==> src/rtl/igcal_pkg.sv <==
package igcal_pkg;

  typedef enum logic [2:0] {
    ST_IDLE,
    ST_LOCK,
    ST_REQ,
    ST_MEAS,
    ST_DONE
  } igcState_t;

  typedef struct packed {
    logic clrLock;
    logic decCp;
    logic decCap;
    logic loadTarget;
  } igcStrobe_t;

endpackage

==> src/rtl/igcal_datapath.sv <==
module igcal_datapath
  import igcal_pkg::*;
#(
  parameter int NSLICE     = 10,
  parameter int MIN_SLICES = 1,
  parameter int CAP_W      = 5,
  parameter int TIME_W     = 12,
  parameter int LOCK_W     = 16
) (
  input  logic              clk,
  input  logic              rstN,
  input  igcStrobe_t        strobe,
  input  logic              inWindow,
  input  logic [LOCK_W-1:0] lockLen,
  input  logic [TIME_W-1:0] targetIn,
  input  logic [TIME_W-1:0] measTime,
  output logic              locked,
  output logic              measFast,
  output logic              measSlow,
  output logic              cpAtMin,
  output logic              capZero,
  output logic [NSLICE-1:0] cpEnable,
  output logic [CAP_W-1:0]  capCode
);

  localparam int CP_W = $clog2(NSLICE + 1);
  localparam logic [CP_W-1:0]  CP_MAX  = CP_W'(NSLICE);
  localparam logic [CP_W-1:0]  CP_MIN  = CP_W'(MIN_SLICES);
  localparam logic [CAP_W-1:0] CAP_MAX = '1;

  logic [CP_W-1:0]   cpCount;
  logic [CAP_W-1:0]  capReg;
  logic [TIME_W-1:0] targetReg;
  logic [LOCK_W-1:0] lockCnt;

  // code registers: start at maximum, only ever step down
  always_ff @(posedge clk or negedge rstN) begin
    if (!rstN) begin
      cpCount <= CP_MAX;
      capReg  <= CAP_MAX;
    end else begin
      if (strobe.decCp && cpCount != CP_MIN) cpCount <= cpCount - 1'b1;
      if (strobe.decCap && capReg != '0)     capReg  <= capReg - 1'b1;
    end
  end

  always_ff @(posedge clk or negedge rstN) begin
    if (!rstN)                  targetReg <= '0;
    else if (strobe.loadTarget) targetReg <= targetIn;
  end

  // lock qualifier: consecutive in-window cycles, saturating at lockLen
  always_ff @(posedge clk or negedge rstN) begin
    if (!rstN)                lockCnt <= '0;
    else if (strobe.clrLock)  lockCnt <= '0;
    else if (!inWindow)       lockCnt <= '0;
    else if (lockCnt != lockLen) lockCnt <= lockCnt + 1'b1;
  end

  assign locked   = (lockCnt == lockLen);
  assign measFast = (measTime < targetReg);
  assign measSlow = (measTime > targetReg);
  assign cpAtMin  = (cpCount == CP_MIN);
  assign capZero  = (capReg == '0);
  assign capCode  = capReg;

  for (genvar g = 0; g < NSLICE; g++) begin : g_therm
    assign cpEnable[g] = (cpCount > CP_W'(g));
  end

endmodule

==> src/rtl/igcal_ctrl.sv <==
module igcal_ctrl
  import igcal_pkg::*;
(
  input  logic       clk,
  input  logic       rstN,
  input  logic       startCal,
  input  logic       locked,
  input  logic       measValid,
  input  logic       measFast,
  input  logic       measSlow,
  input  logic       cpAtMin,
  input  logic       capZero,
  output igcStrobe_t strobe,
  output logic       measReq,
  output logic       busy,
  output logic       done,
  output logic       calErr
);

  igcState_t state, nxtState;
  logic      capStage, nxtCapStage;
  logic      errReg, nxtErr;

  always_ff @(posedge clk or negedge rstN) begin
    if (!rstN) begin
      state    <= ST_IDLE;
      capStage <= 1'b0;
      errReg   <= 1'b0;
    end else begin
      state    <= nxtState;
      capStage <= nxtCapStage;
      errReg   <= nxtErr;
    end
  end

  always_comb begin
    nxtState    = state;
    nxtCapStage = capStage;
    nxtErr      = errReg;
    strobe      = '0;
    unique case (state)
      ST_IDLE: begin
        strobe.clrLock = 1'b1;
        if (startCal) begin
          strobe.loadTarget = 1'b1;
          nxtState = ST_LOCK;
        end
      end
      ST_LOCK: if (locked) nxtState = ST_REQ;
      ST_REQ:  nxtState = ST_MEAS;
      ST_MEAS: begin
        if (measValid) begin
          if (!capStage) begin
            if (measFast) begin
              if (cpAtMin) begin
                nxtErr   = 1'b1;
                nxtState = ST_DONE;
              end else begin
                strobe.decCp   = 1'b1;
                strobe.clrLock = 1'b1;
                nxtState = ST_LOCK;
              end
            end else if (measSlow) begin
              if (capZero) begin
                nxtErr   = 1'b1;
                nxtState = ST_DONE;
              end else begin
                strobe.decCap  = 1'b1;
                strobe.clrLock = 1'b1;
                nxtCapStage    = 1'b1;
                nxtState = ST_LOCK;
              end
            end else begin
              nxtState = ST_DONE;
            end
          end else begin
            if (measSlow) begin
              if (capZero) begin
                nxtErr   = 1'b1;
                nxtState = ST_DONE;
              end else begin
                strobe.decCap  = 1'b1;
                strobe.clrLock = 1'b1;
                nxtState = ST_LOCK;
              end
            end else begin
              nxtState = ST_DONE;
            end
          end
        end
      end
      ST_DONE: strobe.clrLock = 1'b1;
      default: nxtState = ST_IDLE;
    endcase
  end

  assign measReq = (state == ST_REQ);
  assign busy    = (state == ST_LOCK) || (state == ST_REQ) || (state == ST_MEAS);
  assign done    = (state == ST_DONE);
  assign calErr  = errReg;

endmodule

==> src/rtl/igain_cal_ctrl.sv <==
module igain_cal_ctrl
  import igcal_pkg::*;
#(
  parameter int NSLICE     = 10,
  parameter int MIN_SLICES = 1,
  parameter int CAP_W      = 5,
  parameter int TIME_W     = 12,
  parameter int LOCK_W     = 16
) (
  input  logic              clk,
  input  logic              rstN,
  input  logic              startCal,
  input  logic              inWindow,
  input  logic [LOCK_W-1:0] lockLen,
  input  logic [TIME_W-1:0] targetTime,
  input  logic              measValid,
  input  logic [TIME_W-1:0] measTime,
  output logic              measReq,
  output logic [NSLICE-1:0] cpEnable,
  output logic [CAP_W-1:0]  capCode,
  output logic              busy,
  output logic              done,
  output logic              calErr
);

  igcStrobe_t strobe;
  logic locked, measFast, measSlow, cpAtMin, capZero;

  igcal_ctrl u_ctrl (
    .clk       (clk),
    .rstN      (rstN),
    .startCal  (startCal),
    .locked    (locked),
    .measValid (measValid),
    .measFast  (measFast),
    .measSlow  (measSlow),
    .cpAtMin   (cpAtMin),
    .capZero   (capZero),
    .strobe    (strobe),
    .measReq   (measReq),
    .busy      (busy),
    .done      (done),
    .calErr    (calErr)
  );

  igcal_datapath #(
    .NSLICE     (NSLICE),
    .MIN_SLICES (MIN_SLICES),
    .CAP_W      (CAP_W),
    .TIME_W     (TIME_W),
    .LOCK_W     (LOCK_W)
  ) u_dp (
    .clk      (clk),
    .rstN     (rstN),
    .strobe   (strobe),
    .inWindow (inWindow),
    .lockLen  (lockLen),
    .targetIn (targetTime),
    .measTime (measTime),
    .locked   (locked),
    .measFast (measFast),
    .measSlow (measSlow),
    .cpAtMin  (cpAtMin),
    .capZero  (capZero),
    .cpEnable (cpEnable),
    .capCode  (capCode)
  );

endmodule

==> config.mk <==
export PLATFORM = sky130hd
export DESIGN_NAME = igain_cal_ctrl
export DESIGN_NICKNAME = d
export VERILOG_FILES = /design/src/rtl/igcal_pkg.sv /design/src/rtl/igcal_datapath.sv /design/src/rtl/igcal_ctrl.sv /design/src/rtl/igain_cal_ctrl.sv
export SDC_FILE = /design/constraint.sdc
export NUM_CORES = 1
export LEC_CHECK = 0
export BUFFER_PORTS_ARGS = -buffer_cell sky130_fd_sc_hd__buf_2
export CAP_MARGIN = 20
export CORE_ASPECT_RATIO = 2
export CORE_UTILIZATION = 25
export CTS_CLUSTER_DIAMETER = 80
export CTS_CLUSTER_SIZE = 30
export DETAILED_ROUTE_END_ITERATION = 10
export PLACE_DENSITY_LB_ADDON = 0.08
export SETUP_SLACK_MARGIN = 0.1
export SLEW_MARGIN = 40
export SYNTH_ARGS = -nofsm -noshare
export SYNTH_HDL_FRONTEND = slang
export SYNTH_SLANG_ARGS = --single-unit
==> constraint.sdc <==
create_clock -name clk -period 2.45 [get_ports clk]
set_input_delay 0.1225 -clock clk [delete_from_list [all_inputs] [get_ports clk]]
set_output_delay 0.1225 -clock clk [all_outputs]
set_load 0.05 [all_outputs]
==> results_dict.tcl, run 1 <==
set metrics [dict create \
    status "finished, final reports clean" \
    synth_edf_count 0 \
    clk_latency_ps 280 \
    cts_sinks 42 \
    endpoint_kind "register" \
    syn-cell-area_um2 2610 \
    die_area_um2 10900 \
    crit_path_cell_trace "inv_1 -> ha_1 -> a211oi_2 -> a21boi_2 -> nand3b_4 -> or4_4 -> xnor2_2" \
    core_region_area_um2 10100 \
    cp-start-kind "register" \
    hold_class "input pin to register" \
    wirelength_um 6910 \
    drt.antenna.violating_nets 0 \
    synth-seq-cells 42 \
    cts_root_buffer "clkbuf_16" \
    h-tree-depth 2 \
    die_x_um 74.3 \
    antenna_found_initial 0 \
    setup.worst_path.class "register to register" \
    n_fill_cell 1123 \
    grt_pass1_vias 2325 \
    ys_types 51 \
    yosysSeqAreaShare 0.405 \
    nNetsFinal 409 \
    synthArstFlopShare 1.00 \
    synth.area.top_cells "dfrtp_1 (34%), xnor2_1 (11%), ha_1 (8.6%), dfstp_2 (7.0%), nor2_1 (4.0%)" \
    crit_buf_inv 1 \
    final.setup_skew_ps 4.11 \
    grt_max_degree 29 \
    syn_avg_cell_area_um2 9.50 \
    leakage_nw 1.57 \
    vias 2133 \
    finalSetupViolCount 0 \
    multi_input_area_um2 1440 \
    port_buffers 63 \
    combPwrFrac 0.108 \
    drv_cap 0 \
    post-route-min-period_ps 2210 \
    powerDensity_nw_per_um2 475 \
    vdd_drop_max_v 0.000245 \
    slowest_stage "dfstp_2" \
    crit_required_ps 2660 \
    fin_crit_sh 0.904 \
    gp_congestion 0.730 \
    drc 0 \
    area_growth_pct 26.2 \
    pwr-share-seq 0.460 \
    power.internal_w 0.00120 \
    switchingPower_w 0.000371 \
    worst_slew_pin_slew_ps 679 \
    clk_pin_slew_ps 60 \
    drt_pre_antenna_iters 4 \
    initial_core_util 0.258 \
    die_y_um 147 \
    finalSetupTns_ps 0 \
    synth_top_area_frac 0.335 \
    num_antenna_cells 0 \
    grtUsageTotal 0.142 \
    crit_path_max_incr_delay_ps 580 \
    cts_tree "yes" \
    drt_iter0_markers 47 \
    rsz0062_at_grt "true" \
    slew_headroom 0.547 \
    ff_latch_area_um2 1060 \
    cts_buffers 5 \
    synth_top_area_cell "dfrtp_1" \
    path_max_fanout 6 \
    grt_pass1_wl_um 11500 \
    grt-ovfl-total 0 \
    avgViaCountPerCell 4.43 \
    cp_top_family "simple AND/OR/NAND/NOR gates" \
    placementRows 52 \
    worstPathArrival_ps 2420 \
    ys.flop_type "dfrtp_1" \
    yosys_warnings 0 \
    power.share.switching 0.237 \
    slew_viol_final 0 \
    max_freq_mhz 452 \
    synth_nets 338 \
    hold_viol 0 \
    wire_per_inst_um 14.3 \
    clk_path_buf_depth 2 \
    dp_hpwl_um 5500 \
    num_io_pins 64 \
    final_util 0.325 \
    drive_gt1_frac 0.288 \
    clockPowerShare 0.432 \
    syn_inst 275 \
]
[cell usage after synthesis, drive strengths merged (2+ instances only)]
cell	n
nor2	28
xnor2	33
inv	23
and2	2
nor4b	3
nor2b	2
nand3b	2
xor2	4
ha	18
nor3	9
o21ai	17
dfrtp	35
mux2i	2
a21oi	6
nor3b	2
nor4	6
dfstp	7
a21boi	2
nand2b	2
a211oi	3
o21a	2
nand3	7
a21o	3
nand2	22
clkbuf	6
nand4	9
buf	4
o211ai	2
[worst paths after layout]
path                            slack (ps)  cells past startpoint       startpoint           endpoint
worst max-delay path                   240                      7  u_dp.cpCount[1]    u_dp.cpCount[3]
worst min-delay path                    40                      3    targetTime[9]  u_dp.targetReg[9]
worst max register to register         240                      7  u_dp.cpCount[1]    u_dp.cpCount[3]
worst min register to register         480                      1  u_dp.capCode[4]    u_dp.capCode[4]
max in group asynchronous             1350                      3             rstN    u_dp.capCode[1]
min in group asynchronous              420                      2             rstN    u_dp.lockCnt[5]
[logic make-up after synthesis]
| logic type | synth area share |
|---|---|
| muxes | 0.0120 |
| DFF | 0.405 |
| xor gates and xnor gates | 0.127 |
| AOI/OAI and AO/OA | 0.112 |
| adders and majority gates | 0.0862 |
| and+or+nand+nor | 0.207 |
| buffers and inverters | 0.0503 |
[power by group through the flow]
stage / Sequential (W) / Combinational [W] / Clock, W
global placement: 0.000733 / 0.000172 / 0
detailed placement: 0.000733 / 0.000172 / 0
CTS: 0.000720 / 0.000174 / 0.000709
floorplan: 0.000729 / 0.0000914 / 0
finish: 0.000721 / 0.000169 / 0.000677
global route: 0.000723 / 0.000197 / 0.000730
[flip-flops by register name (all words and copies together) (netlist names)]
signal / count
u_ctrl.calErr: 1
u_ctrl.capStage: 1
u_ctrl.state: 3
u_dp.capCode: 5
u_dp.cpCount: 4
u_dp.lockCnt: 16
u_dp.targetReg: 12
[layer usage]
| metal | vias to the layer above | wire length [µm] | track usage | share of wire |
|---|---|---|---|---|
| met5 | - | 0 | 0 | 0 |
| met4 | 0 | 114 | 0.0481 | 0.017 |
| met3 | 6 | 221 | 0.0214 | 0.032 |
| met2 | 43 | 4040 | 0.279 | 0.58 |
| met1 | 1010 | 2530 | 0.142 | 0.37 |
| li1 | 1074 | - | - | - |
[cell type report]
cell class | count | share of cell area
Clock buffer | 8 | 0.0444
Inverter | 23 | 0.0262
Multi-Input combinational cell | 200 | 0.436
Sequential cell | 42 | 0.321
Tap cell | 135 | 0.0512
Timing Repair Buffer | 74 | 0.121
[tightest hold or removal path, delay by kind of cell]
kind	cells	cell delay (ps)
buf+inv	1	70
compound gates	1	50
simple gates	1	30
[stage by stage]
stage / std cells / hold slack [ps] / power, W / setup slack, ps / cell area, µm²
6_report: 482 / 35.4 / 0.00157 / 236 / 3300
2_1_floorplan: 275 / -173 / 0.000820 / 354 / 2610
3_3_place_gp: 472 / 208 / 0.000905 / 179 / 3130
5_1_grt: 482 / 40.7 / 0.00165 / 80.6 / 3300
3_5_place_dp: 472 / 205 / 0.000905 / 179 / 3130
4_1_cts: 481 / 29.5 / 0.00160 / 157 / 3280
[cell usage in the layout (no fill, tap or decap), types with 2 or more instances in the layout]
| cell | Yosys | routed |
|---|---|---|
| dfrtp_1 | 35 | 35 |
| nor3_1 | 9 | 9 |
| nor3b_1 | 2 | 2 |
| ha_1 | 18 | 18 |
| nor4b_1 | 3 | 2 |
| nor4_1 | 4 | 4 |
| nand3_1 | 7 | 7 |
| nor2_1 | 28 | 28 |
| clkbuf_1 | 6 | 2 |
| a21o_1 | 3 | 3 |
| nor2b_1 | 2 | 2 |
| a211oi_2 | 2 | 2 |
| o21ai_0 | 15 | 15 |
| and2_1 | 2 | 2 |
| nand2b_1 | 2 | 2 |
| o21ai_1 | 2 | 2 |
| xnor2_1 | 32 | 32 |
| nand2_1 | 22 | 22 |
| clkbuf_16 | 0 | 5 |
| o21a_1 | 2 | 2 |
| xor2_1 | 4 | 4 |
| mux2i_1 | 2 | 2 |
| dfstp_2 | 7 | 7 |
| buf_4 | 1 | 10 |
| nand4_1 | 9 | 9 |
| a21oi_1 | 6 | 6 |
| inv_1 | 23 | 23 |
| buf_2 | 3 | 63 |
[repair_timing]
item,CTS,global route
setup buffers,0,1
setup endpoints to repair,0,7
hold buffers,1,0
gates resized for setup,0,1
hold endpoints to repair,24,0
Power figures use the tool's default switching activity.
==> run 2, diff against run 1 <==
- CORE_UTILIZATION: 25 -> 54
==> results_dict.tcl, run 2 (same netlist as run 1, synthesis figures left out) <==
set metrics [dict create \
    powerDensity_nw_per_um2 432 \
    placementRows 35 \
    worstPathArrival_ps 2440 \
    n_fill_cell 438 \
    num_io_pins 64 \
    port_buffers 63 \
    drc 0 \
    grt-ovfl-total 0 \
    drv_cap 0 \
    die_area_um2 5140 \
    avgViaCountPerCell 5.36 \
    worst_slew_pin_slew_ps 539 \
    r2r_slack_ps 230 \
    final.setup_skew_ps 3.80 \
    min_from "targetTime[2]" \
    rr_startpoint "u_dp.cpCount[1]" \
    status "finished, final reports clean" \
    grt_pass1_wl_um 9090 \
    gp_congestion 0.749 \
    drt.antenna.violating_nets 0 \
    rsz0062_at_grt "false" \
    largest_reg_flops 16 \
    vias 2116 \
    clk_path_buf_depth 2 \
    cts_sinks 42 \
    hold_viol 0 \
    slew_viol_final 0 \
    grtUsageTotal 0.238 \
    endpoint_kind "register" \
    leakage_nw 1.52 \
    finalSetupViolCount 0 \
    place_ws_ps 155 \
    cts_root_buffer "clkbuf_8" \
    finalWorstSetupSlack_ps 233 \
    post-route-min-period_ps 2220 \
    nNetsFinal 402 \
    drive_gt1_frac 0.276 \
    r2r_end "u_dp.cpCount[3]" \
    hold_class "input pin to register" \
    drt_iter0_markers 18 \
    path_max_fanout 6 \
    crit_required_ps 2670 \
    finalSetupTns_ps 0 \
    clk_pin_slew_ps 80 \
    min_to "u_dp.targetReg[2]" \
    vdd_drop_max_v 0.000543 \
    slew_headroom 0.641 \
    mostFrequentLayoutCell "buf_2" \
    cp-start-kind "register" \
    initial_core_util 0.563 \
    drt_pre_antenna_iters 4 \
    die_y_um 100 \
    antenna_found_initial 0 \
    max_freq_mhz 451 \
    num_antenna_cells 0 \
    grt_max_degree 43 \
    whs_path_depth 3 \
    largest_register "u_dp.lockCnt" \
    h-tree-depth 2 \
    fin_crit_sh 0.905 \
    grt_pass1_vias 2133 \
    final_cell_mix "buf_2 (62), dfrtp_1 (35), xnor2_1 (32)" \
    cts_tree "yes" \
    cts_buffers 5 \
    core_region_area_um2 4640 \
    wirelength_um 5510 \
    wire_per_inst_um 13.9 \
    area_growth_pct 18.4 \
    postCtsSetupRepairBufs 0 \
    r2r_cells 7 \
    setup.worst_path.class "register to register" \
    dp_hpwl_um 4300 \
    die_x_um 51.2 \
    clk_latency_ps 290 \
]
run 2: worst max-delay path by stage:
stage / start / end / slack, ps
floorplan: u_dp.cpCount[1] / cpEnable[1] / 350
global placement: u_dp.cpCount[1] / u_dp.cpCount[3] / 250
detailed placement: u_dp.targetReg[1] / u_dp.lockCnt[14] / 160
CTS: u_dp.targetReg[1] / u_dp.lockCnt[14] / 130
global route: u_dp.cpCount[1] / u_dp.cpCount[3] / 100
finish: u_dp.cpCount[1] / u_dp.cpCount[3] / 230
run 2: where the power goes:
group,switching [W],internal [W]
sequential,0.0000101,0.000710
combinational,0.0000884,0.0000750
clock,0.000225,0.000227
total,0.000324,0.00101
run 2: final cells by class:
class / instances / area (µm²) / share of cell area
sequential: 42 / 1060 / 0.342
timing repair buffer: 67 / 350 / 0.113
multi-input combinational: 200 / 1440 / 0.465
tap: 55 / 68.8 / 0.0222
clock buffer: 7 / 86.3 / 0.0279
inverter: 23 / 86.3 / 0.0279
clock inverter: 1 / 5.00 / 0.00162
run 2: per-stage QoR:
step | instance area, µm² | power [W] | hold WS (ps) | cells | util
after floorplan | 2610 | 0.000820 | -173 | 275 | -
after global placement | 2980 | 0.000891 | 315 | 386 | 0.642
after detailed placement | 2980 | 0.000896 | 144 | 386 | 0.643
after CTS | 3090 | 0.00135 | 31.7 | 395 | 0.665
after global routing | 3090 | 0.00140 | 41.0 | 395 | 0.667
final | 3090 | 0.00134 | 36.8 | 395 | 0.667
run 2: what timing repair did:
item                                    4_1_cts  5_1_grt
endpoints found under the hold margin        35        0
endpoints found under the setup margin        0       16
hold buffers                                  1        0
gates resized for setup                       0        1
run 2: worst max-delay path, stage by stage, from the launching register on:
cell and delay, ps:
dfstp_2 580, inv_1 90, ha_1 240, a211oi_2 210
a21boi_2 200, nand3b_2 190, or4_4 470, xnor2_2 140
run 2: per-layer routing:
layer / vias up / track usage / wire length (µm) / part of all wire
li1: 1062 / - / - / -
met1: 998 / 0.235 / 2040 / 0.37
met2: 49 / 0.470 / 3190 / 0.58
met3: 7 / 0.0288 / 164 / 0.030
met4: 0 / 0.0940 / 118 / 0.021
met5: - / 0 / 0 / 0
==> run 3, diff against run 2 <==
- HOLD_SLACK_MARGIN: default -> 0.05
==> results_dict.tcl, run 3 (same netlist as run 1, synthesis figures left out) <==
set metrics [dict create \
    clk_pin_slew_ps 80 \
    path_max_fanout 6 \
    final_util 0.684 \
    cts_sinks 42 \
    r2r_cells 7 \
    crit_path_cell_trace "inv_1 -> ha_1 -> a211oi_2 -> a21boi_2 -> nand3b_2 -> or4_4 -> xnor2_2" \
    clk_path_buf_depth 2 \
    post-route-min-period_ps 2220 \
    endpoint_kind "register" \
    finalSetupViolCount 0 \
    antenna_found_initial 0 \
    drt_pre_antenna_iters 4 \
    wire_per_inst_um 13.9 \
    r2r_end "u_dp.cpCount[3]" \
    drc 0 \
    largest_register "u_dp.lockCnt" \
    leakage_nw 1.55 \
    largest_reg_flops 16 \
    die_x_um 51.2 \
    critPathLaunch "u_dp.cpCount[1]" \
    grt_pass1_vias 2158 \
    grt_pass1_wl_um 9210 \
    cts_root_buffer "clkbuf_8" \
    cts_buffers 5 \
    final_cell_mix "buf_2 (62), dfrtp_1 (35), xnor2_1 (32)" \
    drt.antenna.violating_nets 0 \
    port_buffers 63 \
    whs_path_depth 3 \
    slew_headroom 0.641 \
    wl_met1_um 2090 \
    setup.worst_path.class "register to register" \
    max_freq_mhz 451 \
    setup.worst_path.end "u_dp.cpCount[3]" \
    core_region_area_um2 4640 \
    area_growth_pct 21.4 \
    drt_iter0_markers 23 \
    cp-start-kind "register" \
    mostFrequentLayoutCell "buf_2" \
    rsz0062_at_grt "false" \
    clk_latency_ps 290 \
    hold_class "input pin to register" \
    die_y_um 100 \
    placementRows 35 \
    powerDensity_nw_per_um2 425 \
    n_fill_cell 429 \
    vias 2146 \
    worstPathArrival_ps 2440 \
    gp_congestion 0.749 \
    nNetsFinal 410 \
    instances_no_fill 403 \
    vdd_drop_max_v 0.000548 \
    r2r_slack_ps 230 \
    grt_max_degree 43 \
    crit_path_max_incr_delay_ps 580 \
    drive_gt1_frac 0.270 \
    slowest_stage "dfstp_2" \
    h-tree-depth 2 \
    met3_length_um 141 \
    final.setup_skew_ps 5.65 \
    crit_required_ps 2670 \
    finalSetupTns_ps 0 \
    routed.top_layer "met4" \
    drv_cap 0 \
    wirelength_um 5620 \
    initial_core_util 0.563 \
    cts_tree "yes" \
    rr_startpoint "u_dp.cpCount[1]" \
    p_total_w 0.00135 \
    avgViaCountPerCell 5.33 \
    num_io_pins 64 \
    met2_length_um 3260 \
    num_antenna_cells 0 \
    fin_crit_sh 0.905 \
    hold_viol 0 \
    grtUsageTotal 0.241 \
    worst_slew_pin_slew_ps 538 \
    grt-ovfl-total 0 \
    dp_hpwl_um 4300 \
    slew_viol_final 0 \
    dpl.cell_count 386 \
    status "finished, final reports clean" \
    die_area_um2 5140 \
]
## run 3: cell count changes in the layout (fill, tap and decap cells not counted), sizes merged
cell,before,now
dlygate4sd3,1,9
## run 3: power breakdown
part	internal (W)	switching (W)
Clock	0.000227	0.000227
Sequential	0.000710	0.0000101
Combinational	0.0000835	0.0000903
Total	0.00102	0.000327
## run 3: worst min-delay path by stage
stage,from,to
floorplan,rstN,u_ctrl.calErr
global placement,rstN,u_dp.targetReg[2]
detailed placement,rstN,u_dp.targetReg[2]
CTS,targetTime[8],u_dp.targetReg[8]
global route,targetTime[0],u_dp.targetReg[0]
finish,targetTime[8],u_dp.targetReg[8]
## run 3: worst max-delay path, delay by kind of cell (launching register included)
family	cells	cell delay (ps)
xor gates and xnor gates	1	140
and+or+nand+nor	2	660
AOI/OAI and AO/OA	2	410
buffers and inverters	1	90
adders and majority gates	1	240
DFF	1	580
## run 3: through the flow
| step | hold slack [ps] | setup WS (ps) | cell area [µm²] |
|---|---|---|---|
| floorplan | -173 | 354 | 2610 |
| global placement | 315 | 254 | 2980 |
| detailed placement | 144 | 155 | 2980 |
| CTS | 52.1 | 133 | 3170 |
| global route | 71.9 | 104 | 3170 |
| finish | 54.5 | 233 | 3170 |
## run 3: final cells by class
type,count,area (µm²),area share
Multi-Input combinational cell,200,1440,0.453
Timing Repair Buffer,75,430,0.136
Sequential cell,42,1060,0.334
Clock buffer,7,86.3,0.0272
Tap cell,55,68.8,0.0217
Inverter,23,86.3,0.0272
Clock inverter,1,5.00,0.00158
## run 3: what timing repair did
item / CTS / global route
resized for setup: 0 / 1
hold buffers: 9 / 0
buffers inserted: 0 / 0
endpoints found under the hold margin: 43 / 0
setup endpoints to repair: 0 / 16
## run 3: metal layers
metal	vias to the layer above	global-route usage
met5	-	0
met4	0	0.0940
met3	7	0.0288
met1	1016	0.240
li1	1077	-
met2	46	0.474
